`src/rtl/bsu_pkg.sv`:
```
package bsu_pkg;
  localparam int unsigned BUS_BYTES = 4;

  typedef enum logic [1:0] {
    SZ_BYTE = 2'd0,
    SZ_HALF = 2'd1,
    SZ_WORD = 2'd2
  } size_e;

  function automatic logic [2:0] size_bytes(input logic [1:0] s);
    case (s)
      2'd1:    return 3'd2;
      2'd2:    return 3'd4;
      default: return 3'd1;
    endcase
  endfunction
endpackage

```
`src/rtl/bsu_plan.sv`:
```
// Picks the largest naturally aligned piece at the current lane.
module bsu_plan
  import bsu_pkg::*;
(
  input  logic [1:0] lane_i,
  input  logic [2:0] rem_i,
  output size_e      piece_o,
  output logic [2:0] nbytes_o
);
  always_comb begin
    if (lane_i == 2'd0 && rem_i >= 3'd4) begin
      piece_o  = SZ_WORD;
      nbytes_o = 3'd4;
    end else if (!lane_i[0] && rem_i >= 3'd2) begin
      piece_o  = SZ_HALF;
      nbytes_o = 3'd2;
    end else begin
      piece_o  = SZ_BYTE;
      nbytes_o = 3'd1;
    end
  end
endmodule

```
`src/rtl/bsu_lanes.sv`:
```
// Maps piece bytes to and from big-endian bus lanes.
module bsu_lanes #(
  parameter int unsigned BB = 4,
  localparam int unsigned DW = 8 * BB
) (
  input  logic [1:0]    lane_i,
  input  logic [2:0]    nbytes_i,
  input  logic [DW-1:0] wsh_i,    // pending store bytes, left-justified
  input  logic [DW-1:0] rdata_i,
  output logic [DW-1:0] wdata_o,
  output logic [DW-1:0] piece_o   // read piece, right-justified
);
  logic [DW-1:0] mask;
  int unsigned   pad;

  always_comb begin
    pad     = BB - int'(nbytes_i);
    mask    = {DW{1'b1}} << (8 * pad);
    wdata_o = (wsh_i & mask) >> (8 * int'(lane_i));
    piece_o = (rdata_i << (8 * int'(lane_i))) >> (8 * pad);
  end
endmodule

```
`src/rtl/bus_split_unit.sv`:
```
module bus_split_unit
  import bsu_pkg::*;
#(
  parameter int unsigned AW = 32
) (
  input  logic          clk_i,
  input  logic          rst_ni,
  input  logic          req_valid_i,
  output logic          req_ready_o,
  input  logic [AW-1:0] req_addr_i,
  input  logic [1:0]    req_size_i,
  input  logic          req_store_i,
  input  logic [31:0]   req_wdata_i,
  output logic          bus_req_o,
  input  logic          bus_ack_i,
  output logic [AW-1:0] bus_addr_o,
  output logic [1:0]    bus_size_o,
  output logic          bus_we_o,
  output logic [31:0]   bus_wdata_o,
  input  logic [31:0]   bus_rdata_i,
  output logic          done_o,
  output logic [31:0]   rdata_o,
  output logic [1:0]    ncycles_o
);
  localparam int unsigned DW = 8 * BUS_BYTES;

  logic          busy_q, we_q, done_q;
  logic [AW-1:0] cur_q;
  logic [2:0]    rem_q;
  logic [DW-1:0] wsh_q, acc_q;
  logic [1:0]    cnt_q;

  size_e         piece;
  logic [2:0]    nbytes, req_nb;
  logic [DW-1:0] lane_wdata, rd_piece;
  logic          accept, step, last;

  bsu_plan u_plan (
    .lane_i   (cur_q[1:0]),
    .rem_i    (rem_q),
    .piece_o  (piece),
    .nbytes_o (nbytes)
  );

  bsu_lanes #(.BB(BUS_BYTES)) u_lanes (
    .lane_i   (cur_q[1:0]),
    .nbytes_i (nbytes),
    .wsh_i    (wsh_q),
    .rdata_i  (bus_rdata_i),
    .wdata_o  (lane_wdata),
    .piece_o  (rd_piece)
  );

  assign req_nb = size_bytes(req_size_i);
  assign accept = req_valid_i && !busy_q;
  assign step   = busy_q && bus_ack_i;
  assign last   = step && (rem_q == nbytes);

  always_ff @(posedge clk_i or negedge rst_ni) begin
    if (!rst_ni) begin
      busy_q <= 1'b0;
      we_q   <= 1'b0;
      done_q <= 1'b0;
      cur_q  <= '0;
      rem_q  <= '0;
      wsh_q  <= '0;
      acc_q  <= '0;
      cnt_q  <= '0;
    end else begin
      done_q <= last;
      if (accept) begin
        busy_q <= 1'b1;
        cur_q  <= req_addr_i;
        rem_q  <= req_nb;
        we_q   <= req_store_i;
        wsh_q  <= req_wdata_i << (8 * (BUS_BYTES - int'(req_nb)));
        acc_q  <= '0;
        cnt_q  <= '0;
      end else if (step) begin
        cur_q <= cur_q + {{(AW-3){1'b0}}, nbytes};
        rem_q <= rem_q - nbytes;
        wsh_q <= wsh_q << (8 * int'(nbytes));
        cnt_q <= cnt_q + 2'd1;
        if (!we_q) acc_q <= (acc_q << (8 * int'(nbytes))) | rd_piece;
        if (last) busy_q <= 1'b0;
      end
    end
  end

  assign req_ready_o = !busy_q;
  assign bus_req_o   = busy_q;
  assign bus_addr_o  = cur_q;
  assign bus_size_o  = piece;
  assign bus_we_o    = we_q;
  assign bus_wdata_o = lane_wdata;
  assign done_o      = done_q;
  assign rdata_o     = acc_q;
  assign ncycles_o   = cnt_q;

  p_hold_until_ack_r6: assert property (@(posedge clk_i) disable iff (!rst_ni)
    bus_req_o && !bus_ack_i |=> bus_req_o && $stable(bus_addr_o) && $stable(bus_size_o));

  p_aligned_piece_r6: assert property (@(posedge clk_i) disable iff (!rst_ni)
    bus_req_o |-> (bus_size_o != 2'd3) &&
                  (bus_size_o != 2'd1 || !bus_addr_o[0]) &&
                  (bus_size_o != 2'd2 || bus_addr_o[1:0] == 2'd0));

  p_ascending_r6: assert property (@(posedge clk_i) disable iff (!rst_ni)
    bus_req_o && $past(bus_req_o && bus_ack_i) |->
      bus_addr_o == $past(bus_addr_o) + {{(AW-3){1'b0}}, size_bytes($past(bus_size_o))});

  p_done_pulse_r9: assert property (@(posedge clk_i) disable iff (!rst_ni)
    done_o |=> !done_o);

  p_done_after_ack_r9: assert property (@(posedge clk_i) disable iff (!rst_ni)
    $rose(done_o) |-> $past(bus_req_o && bus_ack_i) && !bus_req_o);

  p_count_range_r9: assert property (@(posedge clk_i) disable iff (!rst_ni)
    done_o |-> ncycles_o != 2'd0);

  p_idle_ready_r10: assert property (@(posedge clk_i) disable iff (!rst_ni)
    done_o |-> req_ready_o);
endmodule

```
`config.mk`:
```
export PLATFORM = sky130hd
export DESIGN_NAME = bus_split_unit
export DESIGN_NICKNAME = d
export VERILOG_FILES = /design/src/rtl/bsu_pkg.sv /design/src/rtl/bsu_plan.sv /design/src/rtl/bsu_lanes.sv /design/src/rtl/bus_split_unit.sv
export SDC_FILE = /design/constraint.sdc
export NUM_CORES = 1
export LEC_CHECK = 0
export BUFFER_PORTS_ARGS = -buffer_cell sky130_fd_sc_hd__clkbuf_2
export CORE_MARGIN = 8
export CORE_UTILIZATION = 45
export CTS_CLUSTER_SIZE = 14
export DETAILED_ROUTE_END_ITERATION = 8
export PLACE_DENSITY = 0.72
export SLEW_MARGIN = 10
export SYNTH_ARGS = -nofsm -noshare
export SYNTH_HDL_FRONTEND = slang
export SYNTH_SLANG_ARGS = --single-unit
```
`constraint.sdc`:
```
create_clock -name clk_i -period 5.4 [get_ports clk_i]
set_clock_uncertainty 0.05 [all_clocks]
set_input_delay 0.27 -clock clk_i [delete_from_list [all_inputs] [get_ports clk_i]]
set_output_delay 0.27 -clock clk_i [all_outputs]
set_load 0.02 [all_outputs]
```
==> results.txt, run 1 <==
----------------------------------------------------
[Power and ir drop]
  Internal power ... 2.49 mW
  Total leakage power ... 3.83 nW
  Combinational share of power ... 0.546
  Clock share of power ... 0.144
  Power density relative to cell area ... 615 nW/um^2
  Relative contribution of sequential cells to total power ... 0.309
  Switching Power ... 2.53 mW
  Peak supply drop ... 0.381 mV
  Power consumption ... 5.02 mW
  Switching share of total power ... 0.504

[Critical path]
  Data required, critical path ... 5.63 ns
  Data arrival, critical path ... 4.12 ns
  Maximum fanout encountered on the critical timing path ... 39
  R2R depth ... 7
  Startpoint type of the worst setup path ... flop
  Category of the worst setup path capture point ... flop
  Type of the worst setup path ... reg -> reg

[Drt]
  Antenna Nets Post-Route ... 0
  Routed wire length ... 23500 um
  Post-DR vias/cell ... 6.10
  Starting DRT DRC Count ... 690
  DR DRC count ... 0
  Via count ... 7138
  WL per Instance ... 20.1 um
  Number of detailed-route iterations in the first pass ... 5

[Yosys]
  Number of enable flip-flop cells after synthesis ... 0
  Fraction of synthesized cell area in xor and xnor cells ... 0.00781
  Fraction of synthesis flops using an asynchronous set or reset pin ... 1.00
  Number of warnings reported in the yosys synthesis log ... 0
  Number of register bits inferred by synthesis ... 104
  Net count of the mapped netlist ... 927
  Netlist area before placement ... 6730 um^2
  Synth Flop Type ... sky130_fd_sc_hd__dfrtp_1
  Area share of fa/ha/maj cells after synthesis ... 0.0160
  Synthesized-area fraction occupied by ao, oa, aoi and oai cells ... 0.258
  Dominant combinational cell family by area after synthesis ... compound AO/OA/AOI/OAI gates
  Distinct cell type count after synthesis ... 64
  Count of mapped cells out of synthesis ... 816
  Avg Inst Size Synth ... 8.25 um^2
  Basic-gate share of the synthesized area counting and, or, nand and nor cells ... 0.223
  Sequential area share after synthesis ... 0.387
  Mux contribution to synthesized area ... 0.0615

[Floorplan]
  Std-Cell Rows ... 44
  DIE HEIGHT ... 138 um
  Initial core utilization ... 0.461
  Count of boundary I/O pins ... 207
  Total Die Area ... 19100 um^2
  Width of the die ... 138 um
  Core Footprint ... 14600 um^2

[Final layout]
  Highest-count cells in the layout ignoring fill and taps ... sky130_fd_sc_hd__clkbuf_2 (205), sky130_fd_sc_hd__nand2_1 (133), sky130_fd_sc_hd__dfrtp_1 (103)
  Number of diodes added for antenna fixing ... 0
  Area growth syn-to-layout ... 21.3%
  Area of all sequential standard cells ... 2600 um^2
  Layout filler cell count ... 1341
  Commonest non-fill, non-tap cell in the layout ... sky130_fd_sc_hd__clkbuf_2
  Net count of the finished layout ... 1093
  Post-layout util ... 0.559
  Area used by multi-input combinational logic ... 3810 um^2
  Ratio of cells with drive above 1 in the final layout ... 0.262

[Timing]
  FMAX ... 257 MHz
  Slew at the pin closest to its max-slew limit ... 1.10 ns
  Relative max-transition margin ... 0.267
  Total Neg Setup Slack ... 0 ns
  Max-slew violations ... 0
  Final Hold Violating Endpoints ... 0
  Final clock period utilization by the worst path ... 0.720
  Final setup viols ... 0
  Final period demand of the worst path ... 3.89 ns
  Unrepaired setup endpoints after global routing ... false

[Global routing]
  Pin count of the biggest net entering global routing ... 62
  Number of antenna violations at the first check in global routing ... 0
  Via count of the first global-routing pass ... 7009
  Overall fraction of global-route tracks in use ... 0.241
  Grt total ovfl ... 0
  Global-route wire length before repair ... 38200 um

[Clocking]
  Number of H-tree branching levels ... 3
  TritonCTS buffer count ... 9
  TritonCTS clock tree ... done
  Clk root buf ... sky130_fd_sc_hd__clkbuf_16
  Maximum buffer depth of the clock tree ... 2
  Worst-Skew Late Latency ... 0.36 ns
  Clock slew at the register clock pins of the worst setup and hold paths ... 0.07 ns
  CTS Sinks ... 104

[Run status]
  Run status ... finished clean

[Place]
  Post-DP HPWL ... 16700 um
  Final RePlAce weighted congestion ... 0.898
  IO buf count ... 206

[Run]
  Max capacitance violation total ... 0

[Worst hold path]
  Cells on Worst Hold Path ... 3
  Worst Hold Class ... in -> reg

----------------------------------------------------
[state kept, by name, indices dropped and copies added (netlist names)]
signal and flops:
done_o 1, bus_addr_o 32, bus_we_o 1, bus_req_o 1, wsh_q 32, rem_q 3
ncycles_o 2, rdata_o 32
[cell type report]
cell class | instances | area share
Clock inverter | 4 | 0.00935
Multi-Input combinational cell | 631 | 0.467
Inverter | 18 | 0.00828
Clock buffer | 11 | 0.0297
Timing Repair Buffer | 218 | 0.138
Tap cell | 184 | 0.0282
Sequential cell | 104 | 0.319
[final timing paths]
kind	from	endpoint	slack, ns
worst max register to register	bus_addr_o[1]$_DFFE_PN0P_	bus_addr_o[28]$_DFFE_PN0P_	1.51
worst min-delay path	req_store_i	bus_we_o$_DFFE_PN0P_	0.05
worst min register to register	rdata_o[30]$_DFFE_PN0P_	rdata_o[30]$_DFFE_PN0P_	0.44
max in group asynchronous	rst_ni	bus_addr_o[1]$_DFFE_PN0P_	3.62
worst max-delay path	bus_addr_o[1]$_DFFE_PN0P_	bus_addr_o[28]$_DFFE_PN0P_	1.51
min in group asynchronous	rst_ni	bus_addr_o[10]$_DFFE_PN0P_	0.50
[per-layer routing]
layer | GRT usage | vias to the layer above | wire (um)
met1 | 0.319 | 3434 | 10000
met5 | 0 | - | 0
li1 | - | 3328 | -
met3 | 0.0630 | 46 | 1900
met4 | 0.0749 | 0 | 616
met2 | 0.377 | 330 | 11000
[worst max-delay path, stage by stage, from the launching register on]
cell                       delay [ns]
sky130_fd_sc_hd__dfrtp_2         0.96
sky130_fd_sc_hd__or3b_2          0.53
sky130_fd_sc_hd__inv_1           0.36
sky130_fd_sc_hd__ha_1            0.47
sky130_fd_sc_hd__a21o_1          0.34
sky130_fd_sc_hd__nand3_2         0.27
sky130_fd_sc_hd__or4_1           0.61
sky130_fd_sc_hd__a211oi_1        0.20
[metrics by stage]
stage	worst slack (ns)	cells	hold WS, ns	area, um^2
2_1_floorplan	2.17	816	-0.0756	6730
3_3_place_gp	1.67	1154	0.379	7830
3_5_place_dp	1.54	1154	0.384	7830
4_1_cts	1.52	1170	0.0385	8160
5_1_grt	1.22	1170	0.0573	8160
6_report	1.51	1170	0.0474	8160
[kinds of logic (layout without fill, tap and decap cells)]
kind of cell    after synthesis  count (layout)
simple gates                323             323
compound gates              257             257
flops                       104             104
buf+inv                      81             251
mux                          37              37
fa+ha+maj                     8               8
xor+xnor                      6               6
[synth_stat cells, drive strengths merged, types with 5 or more instances]
cell type / n / area (um^2)
nor4: 5 / 50.1
a221oi: 7 / 61.3
o221ai: 8 / 70.1
nand3: 41 / 210
a22o: 14 / 123
dfrtp: 104 / 2600
or4: 5 / 41.3
nor3: 6 / 41.3
o22ai: 13 / 81.3
buf: 13 / 66.3
ha: 7 / 87.6
a21o: 11 / 82.6
a31oi: 9 / 56.3
nand2: 133 / 499
inv: 17 / 63.8
and3: 6 / 37.5
a32oi: 6 / 52.6
a21oi: 43 / 215
and4: 5 / 46.3
mux2i: 29 / 290
a211oi: 6 / 45.0
mux2: 5 / 56.3
clkbuf: 50 / 188
xnor2: 5 / 43.8
a22oi: 27 / 203
and2: 17 / 106
o31ai: 7 / 52.6
o211ai: 27 / 203
o311ai: 12 / 105
o21ai: 56 / 280
nor2: 90 / 340
[power groups by stage]
stage | clock (mW) | combinational [mW] | sequential [mW]
floorplan | 0 | 1.68 | 1.68
global placement | 0 | 2.70 | 1.55
detailed placement | 0 | 2.73 | 1.56
CTS | 0.732 | 2.74 | 1.54
global route | 0.769 | 2.99 | 1.61
finish | 0.723 | 2.74 | 1.55
[timing repair]
item / 4_1_cts / 5_1_grt
hold buffers: 1 / 0
resized for setup: 0 / 0
hold endpoints to repair: 16 / 0
setup buffers: 0 / 0
No activity file was read; power rests on OpenSTA's default activity.
==> run 2: changes to the inputs <==
Clock period 5.4 ns to 3.65 ns, I/O delays scaled along.
==> run 2 against run 1 <==
Utilization up 0.56 points. Sequential power rose by 43%. Highest routed layer unchanged. Sequential share of layout area shrank 0.31 points. Die area unchanged. Combinational power rose by 54%. Largest power group unchanged. Design area up 1.0%. Register-to-register slack worse by 0.65 ns. Critical path depth unchanged. Worst hold slack lost 0.033 ns. Wire length up 0.65%.
==> results.txt, run 2 (synthesized netlist as in run 1, its figures left out) <==
----------------------------------------------------
[Place]
  Placed cell count ... 1166 (+1.0%)
  IO buf count ... 206 (unchanged)
  Post-DP HPWL ... 17200 um (+2.9%)
  Pre-CTS setup slack ... 0.874 ns (-0.662 ns)
  Cell Area, Placed ... 7920 um^2 (+1.2%)
  Final RePlAce weighted congestion ... 0.933 (+3.9%)

[Critical path]
  Maximum single-stage delay on the critical path ... 0.57 ns (-0.39 ns)
  Critical-path top delay cell ... sky130_fd_sc_hd__or4_1
  Category of the worst setup path capture point ... flop
  Startpoint type of the worst setup path ... flop
  Critical path's top delay family ... simple AND/OR/NAND/NOR gates
  Type of the worst setup path ... reg -> reg
  Data arrival, critical path ... 3.00 ns (-1.12 ns)
  Data required, critical path ... 3.86 ns (-1.77 ns)
  Buffers plus inverters on the worst setup path ... 1 (unchanged)
  Ordered cell list for the critical path ... or3b_2 > inv_1 > ha_1 > a21o_1 > nand3_2 > or4_1 > a211oi_1
  Maximum fanout encountered on the critical timing path ... 10 (-74%)

[Clocking]
  Clk root buf ... sky130_fd_sc_hd__clkbuf_16
  CTS Sinks ... 104 (unchanged)
  TritonCTS buffer count ... 9 (unchanged)
  Number of H-tree branching levels ... 3 (unchanged)
  Worst-Skew Late Latency ... 0.35 ns (about the same)
  TritonCTS clock tree ... done
  Clock slew at the register clock pins of the worst setup and hold paths ... 0.07 ns (about the same)
  Post-CTS repair timing setup buffer count ... 0 (unchanged)
  Maximum buffer depth of the clock tree ... 2 (unchanged)

[Timing]
  Relative max-transition margin ... 0.339 (+0.0721)
  Unrepaired setup endpoints after global routing ... false
  Final clock period utilization by the worst path ... 0.764 (+0.0436)
  Final Hold Violating Endpoints ... 0 (unchanged)
  Final period demand of the worst path ... 2.79 ns (-1.10 ns)
  Max-slew violations ... 0 (unchanged)
  Total Neg Setup Slack ... 0 ns (unchanged)
  Slew at the pin closest to its max-slew limit ... 0.992 ns (-0.104 ns)
  Final setup viols ... 0 (unchanged)
  FMAX ... 359 MHz (+40%)
  Min setup slack post-route ... 0.862 ns (-0.648 ns)

[Final layout]
  Commonest non-fill, non-tap cell in the layout ... sky130_fd_sc_hd__clkbuf_2
  Highest-count cells in the layout ignoring fill and taps ... sky130_fd_sc_hd__clkbuf_2 (205), sky130_fd_sc_hd__nand2_1 (133), sky130_fd_sc_hd__dfrtp_1 (103)
  Ratio of cells with drive above 1 in the final layout ... 0.267 (+0.00534)
  Area growth syn-to-layout ... 22.5%
  Final design instance area without fill ... 8240 um^2 (+1.0%)
  Filler-free cell count of the finished design ... 1185 (+1.3%)
  Net count of the finished layout ... 1109 (+1.5%)

[Floorplan]
  Std-Cell Rows ... 44 (unchanged)
  Total Die Area ... 19100 um^2 (unchanged)
  DIE HEIGHT ... 138 um (unchanged)
  Core Footprint ... 14600 um^2 (unchanged)
  Count of boundary I/O pins ... 207 (unchanged)
  Initial core utilization ... 0.461 (unchanged)
  Width of the die ... 138 um (unchanged)

[Drt]
  Antenna Nets Post-Route ... 0 (unchanged)
  Number of detailed-route iterations in the first pass ... 5 (unchanged)
  Routed wire length ... 23700 um (+0.65%)
  Post-DR vias/cell ... 6.08 (-0.39%)
  Via count ... 7201 (+0.88%)
  WL per Instance ... 20.0 um (-0.62%)
  Starting DRT DRC Count ... 622 (-9.9%)
  DR DRC count ... 0 (unchanged)

[Global routing]
  Via count of the first global-routing pass ... 7213 (+2.9%)
  Grt total ovfl ... 0 (unchanged)
  Pin count of the biggest net entering global routing ... 60 (-3.2%)
  Global-route wire length before repair ... 38500 um (+0.81%)
  Overall fraction of global-route tracks in use ... 0.243 (+0.00191)
  Number of antenna violations at the first check in global routing ... 0 (unchanged)

[Run status]
  Run status ... finished clean

[Power and ir drop]
  Power consumption ... 7.38 mW (+47%)
  Peak supply drop ... 0.415 mV (+9.0%)
  Total leakage power ... 3.88 nW (+1.4%)
  Power density relative to cell area ... 895 nW/um^2 (+46%)

[Run]
  Max capacitance violation total ... 0 (unchanged)

[Worst hold path]
  Worst Hold Class ... in -> reg

----------------------------------------------------
[run 2: stage by stage]
| step | hold slack (ns) | utilization |
|---|---|---|
| floorplan | -0.163 | - |
| global placement | 0.273 | 0.543 |
| detailed placement | 0.267 | 0.543 |
| CTS | 0.00218 | 0.565 |
| global route | 0.0236 | 0.565 |
| finish | 0.0143 | 0.565 |
[run 2: final timing paths]
check / cells past startpoint / slack (ns) / endpoint / from
setup / recovery: 7 / 0.86 / bus_addr_o[28]$_DFFE_PN0P_ / bus_addr_o[0]$_DFFE_PN0P_
hold / removal: 3 / 0.01 / bus_addr_o[9]$_DFFE_PN0P_ / req_addr_i[9]
min in group asynchronous: 2 / 0.41 / bus_addr_o[3]$_DFFE_PN0P_ / rst_ni
setup reg to reg: 7 / 0.86 / bus_addr_o[28]$_DFFE_PN0P_ / bus_addr_o[0]$_DFFE_PN0P_
max in group asynchronous: 3 / 2.28 / bus_addr_o[16]$_DFFE_PN0P_ / rst_ni
hold reg to reg: 2 / 0.43 / rdata_o[30]$_DFFE_PN0P_ / rdata_o[30]$_DFFE_PN0P_
[run 2: routing by layer]
| layer | vias up | global-route usage | share of wire |
|---|---|---|---|
| li1 | 3351 | - | - |
| met2 | 348 | 0.378 | 0.45 |
| met1 | 3439 | 0.316 | 0.43 |
| met3 | 63 | 0.0548 | 0.076 |
| met5 | - | 0 | 0 |
| met4 | 0 | 0.110 | 0.038 |
[run 2: timing repair]
action,4_1_cts,5_1_grt
endpoints found under the setup margin,0,0
hold endpoints to repair,61,0
gates resized for setup,0,0
hold buffers,5,0
[run 2: layout make-up]
cell class,count,area [um^2]
sequential,104,2600
inverter,18,67.6
tap,184,230
timing repair buffer,234,1260
clock inverter,2,35.0
clock buffer,11,233
antenna,1,2.50
multi-input combinational,631,3810
fill,1350,6350
[run 2: tightest hold or removal path: cells and delay by family]
kind	cells	cell delay, ns
buf+inv	1	0.09
simple gates	1	0.06
compound gates	1	0.05
[run 2: report_power, final]
group	total, mW	internal [mW]	switching (mW)
Combinational	4.21	1.48	2.73
Sequential	2.22	1.65	0.575
Clock	0.948	0.521	0.427
Total	7.38	3.65	3.73
